<file path="src/rtl/seg_arb_pkg.sv">
package seg_arb_pkg;

  typedef enum logic {
    MODE_INTERNAL = 1'b0,
    MODE_EXTERNAL = 1'b1
  } arb_mode_e;

endpackage

</file>
<file path="src/rtl/seg_arb_req_cond.sv">
// Turns the active-low slot pins and the bridge request into one active-high
// request vector. Every request is masked while an outside arbiter is in charge.
module seg_arb_req_cond
  import seg_arb_pkg::*;
#(
  parameter int N_SLOTS = 9,
  localparam int NREQ = N_SLOTS + 1
) (
  input  arb_mode_e          mode,
  input  logic [N_SLOTS-1:0] slot_req_n,
  input  logic               br_req,
  output logic [NREQ-1:0]    req_vec
);

  logic local_mode;
  assign local_mode = (mode == MODE_INTERNAL);

  generate
    for (genvar i = 0; i < N_SLOTS; i++) begin : g_slot
      assign req_vec[i] = local_mode & ~slot_req_n[i];
    end
  endgenerate

  assign req_vec[NREQ-1] = local_mode & br_req;

endmodule

</file>
<file path="src/rtl/seg_arb_rr_pick.sv">
// Round-robin scan that starts one place after the current owner and wraps.
// The owner itself is the last candidate, so it is chosen only when nobody else asks.
module seg_arb_rr_pick #(
  parameter int NREQ  = 10,
  parameter int IDX_W = 4
) (
  input  logic [NREQ-1:0]  req_vec,
  input  logic [IDX_W-1:0] owner,
  output logic [IDX_W-1:0] winner,
  output logic             any_req
);

  logic [IDX_W:0] cand;
  logic           found;

  always_comb begin
    winner  = owner;
    found   = 1'b0;
    cand    = '0;
    any_req = |req_vec;
    for (int k = 1; k <= NREQ; k++) begin
      cand = {1'b0, owner} + (IDX_W+1)'(k);
      if (cand >= (IDX_W+1)'(NREQ)) cand = cand - (IDX_W+1)'(NREQ);
      if (!found && req_vec[cand[IDX_W-1:0]]) begin
        found  = 1'b1;
        winner = cand[IDX_W-1:0];
      end
    end
  end

endmodule

</file>
<file path="src/rtl/seg_arb_ext_link.sv">
// Request/grant exchange with an outside arbiter over the two repurposed slot-0 pins.
module seg_arb_ext_link (
  input  logic clk,
  input  logic rst_n,
  input  logic active,
  input  logic br_req,
  input  logic gnt_in_n,
  input  logic bus_idle,
  output logic out_req_n,
  output logic br_gnt,
  output logic parked
);

  logic req_r, gnt_r, park_r;

  always_ff @(posedge clk or negedge rst_n) begin
    if (!rst_n) begin
      req_r  <= 1'b0;
      gnt_r  <= 1'b0;
      park_r <= 1'b0;
    end else if (!active) begin
      req_r  <= 1'b0;
      gnt_r  <= 1'b0;
      park_r <= 1'b0;
    end else begin
      // the outbound request pin follows br_req one edge later
      req_r  <= br_req;
      // the bridge is granted only when the grant answers a request already on the pin
      gnt_r  <= req_r & ~gnt_in_n;
      // granted, not asking, and the bus is idle: the bridge parks the bus
      park_r <= ~gnt_in_n & ~req_r & bus_idle;
    end
  end

  assign out_req_n = ~req_r;
  assign br_gnt    = gnt_r;
  assign parked    = park_r;

endmodule

</file>
<file path="src/rtl/segment_arbiter.sv">
module segment_arbiter
  import seg_arb_pkg::*;
#(
  parameter int N_SLOTS = 9,
  localparam int NREQ  = N_SLOTS + 1,
  localparam int IDX_W = $clog2(NREQ)
) (
  input  logic               clk,
  input  logic               rst_n,
  input  logic               central_strap,
  input  logic               park_at_bridge_cfg,
  input  logic               frame_n,
  input  logic               irdy_n,
  input  logic [N_SLOTS-1:0] slot_req_n,
  output logic [N_SLOTS-1:0] slot_gnt_n,
  input  logic               br_req,
  output logic               br_gnt,
  output logic [IDX_W-1:0]   owner_idx,
  output logic               parked_at_bridge
);

  localparam logic [IDX_W-1:0] BR_IDX = IDX_W'(N_SLOTS);

  arb_mode_e        mode;
  logic             bus_idle;
  logic             ext_mode;
  logic [NREQ-1:0]  req_vec;
  logic [IDX_W-1:0] winner;
  logic             any_req;
  logic [IDX_W-1:0] owner_r;
  logic             park_r;
  logic             ext_out_req_n, ext_br_gnt, ext_parked;

  assign mode     = arb_mode_e'(central_strap);
  assign ext_mode = (mode == MODE_EXTERNAL);
  assign bus_idle = frame_n & irdy_n;

  seg_arb_req_cond #(.N_SLOTS(N_SLOTS)) u_req_cond (
    .mode       (mode),
    .slot_req_n (slot_req_n),
    .br_req     (br_req),
    .req_vec    (req_vec)
  );

  seg_arb_rr_pick #(.NREQ(NREQ), .IDX_W(IDX_W)) u_rr_pick (
    .req_vec (req_vec),
    .owner   (owner_r),
    .winner  (winner),
    .any_req (any_req)
  );

  seg_arb_ext_link u_ext_link (
    .clk       (clk),
    .rst_n     (rst_n),
    .active    (ext_mode),
    .br_req    (br_req),
    .gnt_in_n  (slot_req_n[0]),
    .bus_idle  (bus_idle),
    .out_req_n (ext_out_req_n),
    .br_gnt    (ext_br_gnt),
    .parked    (ext_parked)
  );

  // Owner register. R1 sets the reset owner, R3 holds it while the bus is busy,
  // keeps the last owner when nobody asks, and R6 forces an idle bus to the bridge.
  always_ff @(posedge clk or negedge rst_n) begin
    if (!rst_n) begin
      owner_r <= BR_IDX;
      park_r  <= 1'b1;
    end else if (ext_mode) begin
      owner_r <= BR_IDX;
      park_r  <= 1'b0;
    end else if (bus_idle) begin
      if (any_req) begin
        owner_r <= winner;
        park_r  <= 1'b0;
      end else if (park_at_bridge_cfg) begin
        owner_r <= BR_IDX;
        park_r  <= 1'b1;
      end
    end
  end

  // Grant decode. With the strap low exactly one grant is active.
  // With the strap high slot 0 carries the outbound request and the other slots stay high.
  generate
    for (genvar i = 0; i < N_SLOTS; i++) begin : g_gnt
      if (i == 0) begin : g_shared
        assign slot_gnt_n[i] = ext_mode ? ext_out_req_n : (owner_r != IDX_W'(i));
      end else begin : g_plain
        assign slot_gnt_n[i] = ext_mode ? 1'b1 : (owner_r != IDX_W'(i));
      end
    end
  endgenerate

  assign br_gnt           = ext_mode ? ext_br_gnt : (owner_r == BR_IDX);
  assign parked_at_bridge = ext_mode ? ext_parked : park_r;
  assign owner_idx        = owner_r;

endmodule

</file>
<file path="config.mk">
export PLATFORM = sky130hd
export DESIGN_NAME = segment_arbiter
export DESIGN_NICKNAME = d
export VERILOG_FILES = /design/src/rtl/seg_arb_pkg.sv /design/src/rtl/seg_arb_req_cond.sv /design/src/rtl/seg_arb_rr_pick.sv /design/src/rtl/seg_arb_ext_link.sv /design/src/rtl/segment_arbiter.sv
export SDC_FILE = /design/constraint.sdc
export NUM_CORES = 1
export LEC_CHECK = 0
export BUFFER_PORTS_ARGS = -buffer_cell sky130_fd_sc_hd__buf_4
export CORE_MARGIN = 4
export CORE_UTILIZATION = 30
export CTS_BUF_LIST = sky130_fd_sc_hd__clkbuf_2
export CTS_CLUSTER_DIAMETER = 60
export DETAILED_ROUTE_END_ITERATION = 16
export GPL_ROUTABILITY_DRIVEN = 0
export HOLD_SLACK_MARGIN = 0.08
export RECOVER_POWER = 25
export SLEW_MARGIN = 20
export SYNTH_ARGS = -nofsm -noshare
export SYNTH_HDL_FRONTEND = slang
export SYNTH_SLANG_ARGS = --single-unit
</file>
<file path="constraint.sdc">
create_clock -name clk -period 5.25 [get_ports clk]
set_input_delay 0.7875 -clock clk [delete_from_list [all_inputs] [get_ports clk]]
set_output_delay 0.7875 -clock clk [all_outputs]
set_load 0.03 [all_outputs]
</file>
### After elaboration in Yosys (flattened, before gate mapping)

Cells that the tools add are included.

* equal/unequal tests: 10
* muxes and demuxes: 71
* bitwise gates (word level): 25
* $add $sub $neg: 20
* reduce and logical (&&, ||, !) cells: 24
* order comparisons: 20

Operators by type and width (count)
* two-way mux 4 bit: 24
* >= comparator 5 x 4 -> 1 bit, second input constant: 10
* less-than comparator 4 x 5 -> 1 bit, second input constant: 10
* binary-select mux 1 bit (select 4 bit): 10
* subtractor 4 bit, second input constant: 10
* two-way mux 1 bit: 37
* adder 4 x 3 -> 5 bit, second input constant: 4
* != test 4 x 3 -> 1 bit, second input constant: 4
* adder 4 x 4 -> 5 bit, second input constant: 3
* AND 1 bit: 14
* != test 12 x 2 -> 1 bit, second input constant: 1
* NOT 1 bit: 11
* adder 4 x 2 -> 5 bit, second input constant: 2
* OR reduction 10 bit: 1
* logical AND 1 bit: 9
* logical NOT 1 bit: 9
* != test 4 x 2 -> 1 bit, second input constant: 2
* adder 4 x 1 -> 5 bit, second input constant: 1
* == test 4 bit, second input constant: 1
* != test 4 x 1 -> 1 bit, second input constant: 1
* != test 4 bit, second input constant: 1
* nonzero test 4 bit: 1
* AND reduction 3 bit: 1
* nonzero test 3 bit: 1
* 2 further kinds: 2

* output and inout port bits: 15
* register bits after elaboration: 8
* logic and storage cells: 175

### Logic depth before layout (Yosys ltp)

Gate-level depths: netlist of run 1.

* word-level depth: 36
* depth in mapped cells: 18
* gate-level depth less buffers: 16

### Hierarchy

Synthesis of run 1 repeated with hierarchy kept, for this count alone.

* cells, all modules: 460
* area total of the unflattened synthesis: 3407.0 um2

By module, submodules not included
* seg_arb_rr_pick: sequential area each 0.0 um2, area each 2867.8 um2, times used 1, cells an instance 399
* segment_arbiter: sequential area each 128.9 um2, area each 377.9 um2, times used 1, cells an instance 43
* seg_arb_ext_link: sequential area each 75.1 um2, area each 107.6 um2, times used 1, cells an instance 7
* seg_arb_req_cond: sequential area each 0.0 um2, area each 53.8 um2, times used 1, cells an instance 11

### Worst setup path after synthesis of run 1

Ideal clock, no wire load.

* kind: register to register
* from: register owner_r[1] (netlist: owner_idx[1])
* to: register owner_r[1] (netlist: owner_idx[1])
* slack: 0.905 ns
* data arrival time: 4.271 ns
* stages on the path, launching flop included: 17
* path through: dfrtp_1 -> clkinv_1 -> ha_1 -> clkbuf_1 -> xor2_1 -> ha_1 -> mux2_2 -> o21ai_0 -> o21ai_0 -> a21oi_1 -> nor4b_4 -> a2111o_1 -> nand3b_4 -> a21boi_0 -> a211o_1 -> and3_1 -> o21ai_2

* cells in the longest elaborated chain, start to end: 36

Ends and longest elaborated chain
* start, declared: RTL line segment_arbiter.sv:30 `logic [IDX_W-1:0] owner_r;`
* start signal, assigned: RTL line segment_arbiter.sv:75 `owner_r <= winner;`
* adder 4 x 1 -> 5 bit: RTL line seg_arb_rr_pick.sv:22 `cand = {1'b0, owner} + (IDX_W+1)'(k);`
* subtractor 4 bit or >= comparator 5 x 4 -> 1 bit (tied branches): RTL line seg_arb_rr_pick.sv:23 `if (cand >= (IDX_W+1)'(NREQ)) cand = cand - (IDX_W+1)'(NREQ);`
* two-way mux 4 bit: RTL line seg_arb_rr_pick.sv:23
* binary-select mux 1 bit (select 4 bit): RTL line seg_arb_rr_pick.sv:24 `if (!found && req_vec[cand[IDX_W-1:0]]) begin`
* two-way mux 1 bit (implied by the code): RTL line seg_arb_rr_pick.sv:24
* two-way mux 1 bit: RTL line seg_arb_rr_pick.sv:24
* logical NOT 1 bit: RTL line seg_arb_rr_pick.sv:24
* logical AND 1 bit: RTL line seg_arb_rr_pick.sv:24
* [20 not listed]
* logical AND 1 bit: RTL line seg_arb_rr_pick.sv:24
* two-way mux 1 bit: RTL line seg_arb_rr_pick.sv:24
* logical NOT 1 bit: RTL line seg_arb_rr_pick.sv:24
* logical AND 1 bit: RTL line seg_arb_rr_pick.sv:24
* two-way mux 4 bit: RTL line seg_arb_rr_pick.sv:24
* two-way mux 4 bit: RTL line segment_arbiter.sv:74 `if (any_req) begin`
* two-way mux 4 bit: RTL line segment_arbiter.sv:73 `end else if (bus_idle) begin`
* two-way mux 4 bit: RTL line segment_arbiter.sv:70 `end else if (ext_mode) begin`

Parallel ways exist; a longest one is shown, timed or not. The select of a mux whose other input is x is not followed.
A chain may end at the register's enable or synchronous reset.

### Final worst setup path of run 1

* from: register owner_r[0] (netlist: owner_idx[0])
* to: register owner_r[1] (netlist: owner_idx[1])

Same word-level chain as after synthesis.

==> results of run 1 <==
-- worst max-delay path: stages, from the launching register on --
cell	delay (ns)
sky130_fd_sc_hd__dfstp_2	0.53
sky130_fd_sc_hd__inv_1	0.12
sky130_fd_sc_hd__ha_1	0.69
sky130_fd_sc_hd__clkinv_1	0.45
sky130_fd_sc_hd__ha_1	0.38
sky130_fd_sc_hd__a21oi_1	0.22
sky130_fd_sc_hd__a311oi_2	0.07
sky130_fd_sc_hd__xnor2_1	0.45
sky130_fd_sc_hd__mux2_4	0.35
sky130_fd_sc_hd__mux2i_1	0.16
sky130_fd_sc_hd__o211ai_2	0.15
sky130_fd_sc_hd__nor4_4	0.45
sky130_fd_sc_hd__o2111ai_1	0.18
sky130_fd_sc_hd__o211ai_1	0.14
sky130_fd_sc_hd__a31o_2	0.14
sky130_fd_sc_hd__o21ai_2	0.05
-- flip-flops by register name, indices dropped and copies added, names as in the netlist --
name,cells
u_ext_link.parked,1
park_r,1
owner_idx,4
u_ext_link.br_gnt,1
u_ext_link.req_r,1
-- cells in the final DEF, fill, tap and decap left out, types with 4 or more instances in the layout --
master and count:
sky130_fd_sc_hd__mux2i_1 15, sky130_fd_sc_hd__a21o_1 8, sky130_fd_sc_hd__o211ai_1 10, sky130_fd_sc_hd__nor3_1 13
sky130_fd_sc_hd__nor2_1 38, sky130_fd_sc_hd__nand2_1 30, sky130_fd_sc_hd__clkbuf_2 4, sky130_fd_sc_hd__a211o_1 4
sky130_fd_sc_hd__xnor2_1 19, sky130_fd_sc_hd__mux2_2 16, sky130_fd_sc_hd__inv_1 16, sky130_fd_sc_hd__nand3_1 7
sky130_fd_sc_hd__dfrtp_1 5, sky130_fd_sc_hd__nor2b_1 5, sky130_fd_sc_hd__a21oi_1 32, sky130_fd_sc_hd__ha_1 24
sky130_fd_sc_hd__o31ai_1 5, sky130_fd_sc_hd__a31oi_1 6, sky130_fd_sc_hd__and2_1 8, sky130_fd_sc_hd__o21ai_0 25
sky130_fd_sc_hd__buf_4 34, sky130_fd_sc_hd__or2_2 7, sky130_fd_sc_hd__nand2b_1 5, sky130_fd_sc_hd__a211oi_1 5
-- how the worst max path moves through the flow --
stage / endpoint / slack, ns / depth (start not counted)
4_1_cts: owner_idx[1] / 0.63 / 15
3_5_place_dp: owner_idx[1] / 0.65 / 15
2_1_floorplan: owner_idx[1] / 0.91 / 16
5_1_grt: owner_idx[1] / 0.28 / 15
6_report: owner_idx[1] / 0.58 / 15
3_3_place_gp: owner_idx[2] / 0.83 / 15
-- cell usage after synthesis, types with 3 or more instances --
cell type and n:
sky130_fd_sc_hd__o211ai_1 10, sky130_fd_sc_hd__nor2_1 38, sky130_fd_sc_hd__a21oi_1 32, sky130_fd_sc_hd__nand4_1 3
sky130_fd_sc_hd__inv_1 16, sky130_fd_sc_hd__nor3_1 13, sky130_fd_sc_hd__o31ai_1 5, sky130_fd_sc_hd__dfstp_2 3
sky130_fd_sc_hd__a31o_2 3, sky130_fd_sc_hd__o21ai_0 25, sky130_fd_sc_hd__and3b_1 3, sky130_fd_sc_hd__mux2_2 16
sky130_fd_sc_hd__clkbuf_1 5, sky130_fd_sc_hd__xor2_1 3, sky130_fd_sc_hd__clkinv_1 3, sky130_fd_sc_hd__nand3_1 7
sky130_fd_sc_hd__a211oi_1 5, sky130_fd_sc_hd__buf_2 4, sky130_fd_sc_hd__xnor2_1 19, sky130_fd_sc_hd__nand2_1 30
sky130_fd_sc_hd__and2_1 8, sky130_fd_sc_hd__a21o_1 8, sky130_fd_sc_hd__nor2b_1 5, sky130_fd_sc_hd__clkbuf_8 5
sky130_fd_sc_hd__a21boi_0 3, sky130_fd_sc_hd__ha_1 24, sky130_fd_sc_hd__nand2b_1 5, sky130_fd_sc_hd__mux2i_1 15
sky130_fd_sc_hd__a211o_1 4, sky130_fd_sc_hd__a31oi_1 6, sky130_fd_sc_hd__a22oi_1 3, sky130_fd_sc_hd__dfrtp_1 5
sky130_fd_sc_hd__or2_2 7
-- metrics by stage --
step	worst slack (ns)	hold slack, ns	instances
finish	0.584	0.464	562
global route	0.279	0.458	562
CTS	0.634	0.334	562
detailed placement	0.653	0.515	558
global placement	0.829	0.503	558
floorplan	0.905	0.425	407
-- layer usage --
metal  vias to the layer above  share of wire, %
met2                       153                44
met4                         0               2.9
li1                       1562                 -
met1                      1533                45
met5                         -                 0
met3                        28               7.7
-- cell families after synthesis --
kind of cell             share of synthesized area, %
XOR/XNOR                                         7.13
buffers and inverters                            6.85
AO/OA/AOI/OAI                                    32.5
multiplexers                                     12.3
adder cells (fa/ha/maj)                          10.4
flip-flops                                       6.61
AND/OR/NAND/NOR                                  24.2
-- final cells by class --
class                   count  area, um2  share of cell area, %
well taps                 133        166                   4.90
flip-flops and latches      8        204                   6.00
inverters                  20       77.6                   2.28
clock buffers               4       20.0                  0.589
multi-input cells         362       2670                   78.6
repair buffers             35        259                   7.62
==> impl_metrics.toml, run 1 <==
[outcome]
status = "finished clean"

[die]
placeableCoreArea_um2 = 9910
io-pin-count = 31
die_extent_in_x_um = 109
die-area_um2 = 12000
die_height_um = 109
fp-row-count = 36
initial_utilization_pct = 31.1

[timing]
timing.final.crit_share_pct = 88.9
slew_headroom_pct = 46.2
period_minus_slack_ns = 4.67
timing_max_transition_violations_final = 0
max_freq_mhz = 214
unrepaired_setup_endpoints_after_global_routing = "no"
worst_clock_skew_ns = 0.000132
hold_violations = 0
setup_viol = 0
tightest_slew_ns = 0.799
setup_tns_ns = 0

[synthesis]
yosys_most_used_dff = "sky130_fd_sc_hd__dfrtp_1"
ys_async_sr_fraction_pct = 100
yosysSeqAreaShare_pct = 6.61
syn-instance-count = 407
syn-mean-instance-area_um2 = 7.58
synth_edf_count = 0
post_synth_num_cell_types = 88
ys_seq_elements = 8
synth_area_um2 = 3090
synth.largest_area_cell = "sky130_fd_sc_hd__ha_1"
synth_top_cells_by_area = "sky130_fd_sc_hd__ha_1 (9.7%), sky130_fd_sc_hd__mux2_2 (5.8%), sky130_fd_sc_hd__xnor2_1 (5.4%)"
yosys_warns = 0
postSynthNetCount = 448
yosysTopAreaCellShare_pct = 9.73

[detailed_routing]
routedWlPerCell_um = 17.9
detailedRoute.firstIterationViolations = 387
drc = 0
dr_total_vias = 3276
totalWireLength_um = 10100
routed_via_density = 5.83
dr.pass1.iters = 5
postRouteAntennaNets = 0

[cts]
cts_resized = 0
max-clock-path-buffers = 2
tritoncts = "built"
cts_hold_buffers = 0
cts-buffers-inserted = 3
clock_sink_count = 8
cts.reportedPaths.clkPinSlew_ns = 0.09
clock_insertion_delay_worst_skew_ns = 0.23
ctsRootBufferMaster = "sky130_fd_sc_hd__clkbuf_2"
postCtsSetupRepairBufs = 0
htree_levels = 1

[placement]
port_buf_inserts = 30
dpl.hpwl_um = 7990
post_dp_cell_area_um2 = 3380

[setup_path]
critPathKind = "flip-flop to flip-flop"
crit-reg2reg-launch = "owner_idx[0]"
worstReg2RegEnd = "owner_idx[1]"
path_max_fanout = 14
timing.reg2reg.setup_slack_ns = 0.58
timing.critical_path.required_ns = 5.38
timing.reg2reg.worst_path_depth = 15
endpoint_kind = "flip-flop"
timing.critical_path.arrival_ns = 4.79
crit_start = "owner_idx[0]"
worst_setup_path_start_kind = "flip-flop"

[global_route]
number_of_antenna_violations_at_the_first_check_in_global_routing = 0
grt_start_max_net_pins = 37
grt_use_met2_pct = 26.3
grt.busiest_layer = "met2"
met1_usage_pct = 22.9
first_pass_grt_wire_length_um = 15900
grt-ovfl-total = 0
grt.met3_usage_pct = 3.52
globalRouteTotalUtil_pct = 16.7
grt_pass1_vias = 2996

[finish]
insertedDiodeCount = 0
synthToLayoutAreaGrowth_pct = 10.1
layout.nets = 471
nFillCells = 1043
fin_util_pct = 34.3
stdcell_area_um2 = 3400
layout-drive-gt1-share_pct = 21.4

[flow_run]
drv_cap = 0

[hold_path]
worst_hold_class = "input pin to async pin"
Power of run 1 is left out: the tool's default activity adds up to more than one toggle a clock period on the data nets, which glitch-free logic cannot reach.
==> run 2: changes to the inputs <==
--- a/config.mk
+++ b/config.mk
@@ -5,7 +5,9 @@
 export SDC_FILE = /design/constraint.sdc
 export NUM_CORES = 1
 export LEC_CHECK = 0
+export ABC_CLOCK_PERIOD_IN_PS = 5250
 export BUFFER_PORTS_ARGS = -buffer_cell sky130_fd_sc_hd__buf_4
+export CORE_ASPECT_RATIO = 0.5
 export CORE_MARGIN = 4
 export CORE_UTILIZATION = 30
 export CTS_BUF_LIST = sky130_fd_sc_hd__clkbuf_2
@@ -13,7 +15,6 @@
 export DETAILED_ROUTE_END_ITERATION = 16
 export GPL_ROUTABILITY_DRIVEN = 0
 export HOLD_SLACK_MARGIN = 0.08
-export RECOVER_POWER = 25
 export SLEW_MARGIN = 20
 export SYNTH_ARGS = -nofsm -noshare
 export SYNTH_HDL_FRONTEND = slang
==> run 2 against run 1 <==
  * Register-to-register slack gained 0.17 ns
  * Die area up 0.82%
  * Critical path depth unchanged
==> impl_metrics.toml, run 2 (synthesis results as in run 1) <==
[global_route]
number_of_antenna_violations_at_the_first_check_in_global_routing = 0
globalRouteTotalUtil_pct = 17.0
grt_start_max_net_pins = 37
grt_pass1_vias = 2962
first_pass_grt_wire_length_um = 16400
grt-ovfl-total = 0

[cts]
clock_sink_count = 8
clock_insertion_delay_worst_skew_ns = 0.26
htree_levels = 1
cts-buffers-inserted = 3
tritoncts = "built"
cts_hold_buffers = 0
max-clock-path-buffers = 2
ctsRootBufferMaster = "sky130_fd_sc_hd__clkbuf_2"
cts_resized = 0
cts.reportedPaths.clkPinSlew_ns = 0.10
postCtsSetupRepairBufs = 0

[setup_path]
worst_setup_path_start_kind = "flip-flop"
timing.critical_path.required_ns = 5.44
endpoint_kind = "flip-flop"
timing.critical_path.slowest_stage_cell = "sky130_fd_sc_hd__dfstp_2"
timing.critical_path.arrival_ns = 4.68
crit_chain = "buf_4 -> ha_1 -> xor2_4 -> inv_4 -> ha_1 -> inv_1 -> a21o_1 -> and2_1 -> o211a_1 -> a2bb2oi_2 -> o311ai_2 -> nor3_1 -> nand3_1 -> a31o_2 -> o21ai_2"
critPathBufInv = 3
timing.critical_path.max_delay_family = "compound AO/OA/AOI/OAI gates"
critPathKind = "flip-flop to flip-flop"
path_max_fanout = 28
dominant_cell_type_by_count_on_the_critical_path = "sky130_fd_sc_hd__ha_1"
crit_path_max_incr_delay_ns = 0.54

[timing]
hold_violations = 0
period_minus_slack_ns = 4.50
setup_viol = 0
max_freq_mhz = 222
worst_slack_ns = 0.755
slew_headroom_pct = 52.7
smallest_hold_slack_ns = 0.332
timing.final.crit_share_pct = 85.6
unrepaired_setup_endpoints_after_global_routing = "no"
timing_max_transition_violations_final = 0
tightest_slew_ns = 0.698
worst_clock_skew_ns = 0.000158
setup_tns_ns = 0

[detailed_routing]
routedWlPerCell_um = 18.3
totalWireLength_um = 10400
detailroute.wirelength.met2_um = 4180
wl_met3_um = 1210
dr.pass1.iters = 5
detailedRoute.firstIterationViolations = 384
routed_via_density = 5.86
highest-signal-layer = "met4"
postRouteAntennaNets = 0
drc = 0
routedLengthMet1_um = 4840
dr_total_vias = 3314

[finish]
largest_reg_flops = 4
layout-drive-gt1-share_pct = 22.0
seq_area_um2 = 204
nFillCells = 1037
layout.cells.most_common_list = "sky130_fd_sc_hd__nor2_1 (38), sky130_fd_sc_hd__buf_4 (37), sky130_fd_sc_hd__a21oi_1 (32)"
final_cell_count_no_fill = 566
final_common_cell = "sky130_fd_sc_hd__nor2_1"
layout.nets = 473
synthToLayoutAreaGrowth_pct = 10.8
insertedDiodeCount = 0
area_of_the_multi_input_gates_um2 = 2670

[flow_run]
drv_cap = 0

[hold_path]
worst_hold_class = "input pin to async pin"

[die]
initial_utilization_pct = 31.7
io-pin-count = 31
fp-row-count = 25
die-area_um2 = 12100
die_height_um = 79.7
placeableCoreArea_um2 = 9730
die_extent_in_x_um = 151

[placement]
place.detailed.instances = 562
place_worst_setup_slack_ns = 0.852
port_buf_inserts = 30
dpl.hpwl_um = 8290

[outcome]
status = "finished clean"
==> run 2: cell types whose count changed in the layout (fill, tap and decap cells not counted) <==
cell and change:
sky130_fd_sc_hd__buf_4 +3, sky130_fd_sc_hd__clkbuf_1 -1
==> run 2: layout make-up <==
class | count | share of cell area [%]
timing repair buffer | 37 | 8.12
inverter | 20 | 2.27
sequential | 8 | 5.96
multi-input combinational | 362 | 78.1
clock buffer | 4 | 0.585
tap | 135 | 4.94
==> run 2: worst paths after layout <==
kind                            slack, ns  cells after the start             start                end
worst max register to register       0.75                     15      owner_idx[0]       owner_idx[1]
worst min register to register       0.48                      1  u_ext_link.req_r  u_ext_link.parked
worst min-delay path                 0.33                      1             rst_n  u_ext_link.parked
worst max-delay path                 0.75                     15      owner_idx[0]       owner_idx[1]
min in group clk                     0.48                      1  u_ext_link.req_r  u_ext_link.parked
max in group asynchronous            4.69                      1             rst_n       owner_idx[3]
==> run 2: layer usage <==
| metal | vias to the layer above | GRT usage (%) |
|---|---|---|
| met4 | 0 | 2.35 |
| met5 | - | 0 |
| met2 | 178 | 24.2 |
| met3 | 11 | 3.12 |
| met1 | 1558 | 26.6 |
| li1 | 1567 | - |
==> run 2: metrics by stage <==
step           utilization (%)  cell area (um2)
6_report                  35.2             3420
5_1_grt                   35.2             3420
4_1_cts                   35.2             3420
3_5_place_dp              34.9             3400
3_3_place_gp              34.9             3400
2_1_floorplan                -             3090
Power of run 2 is left out for the same reason.
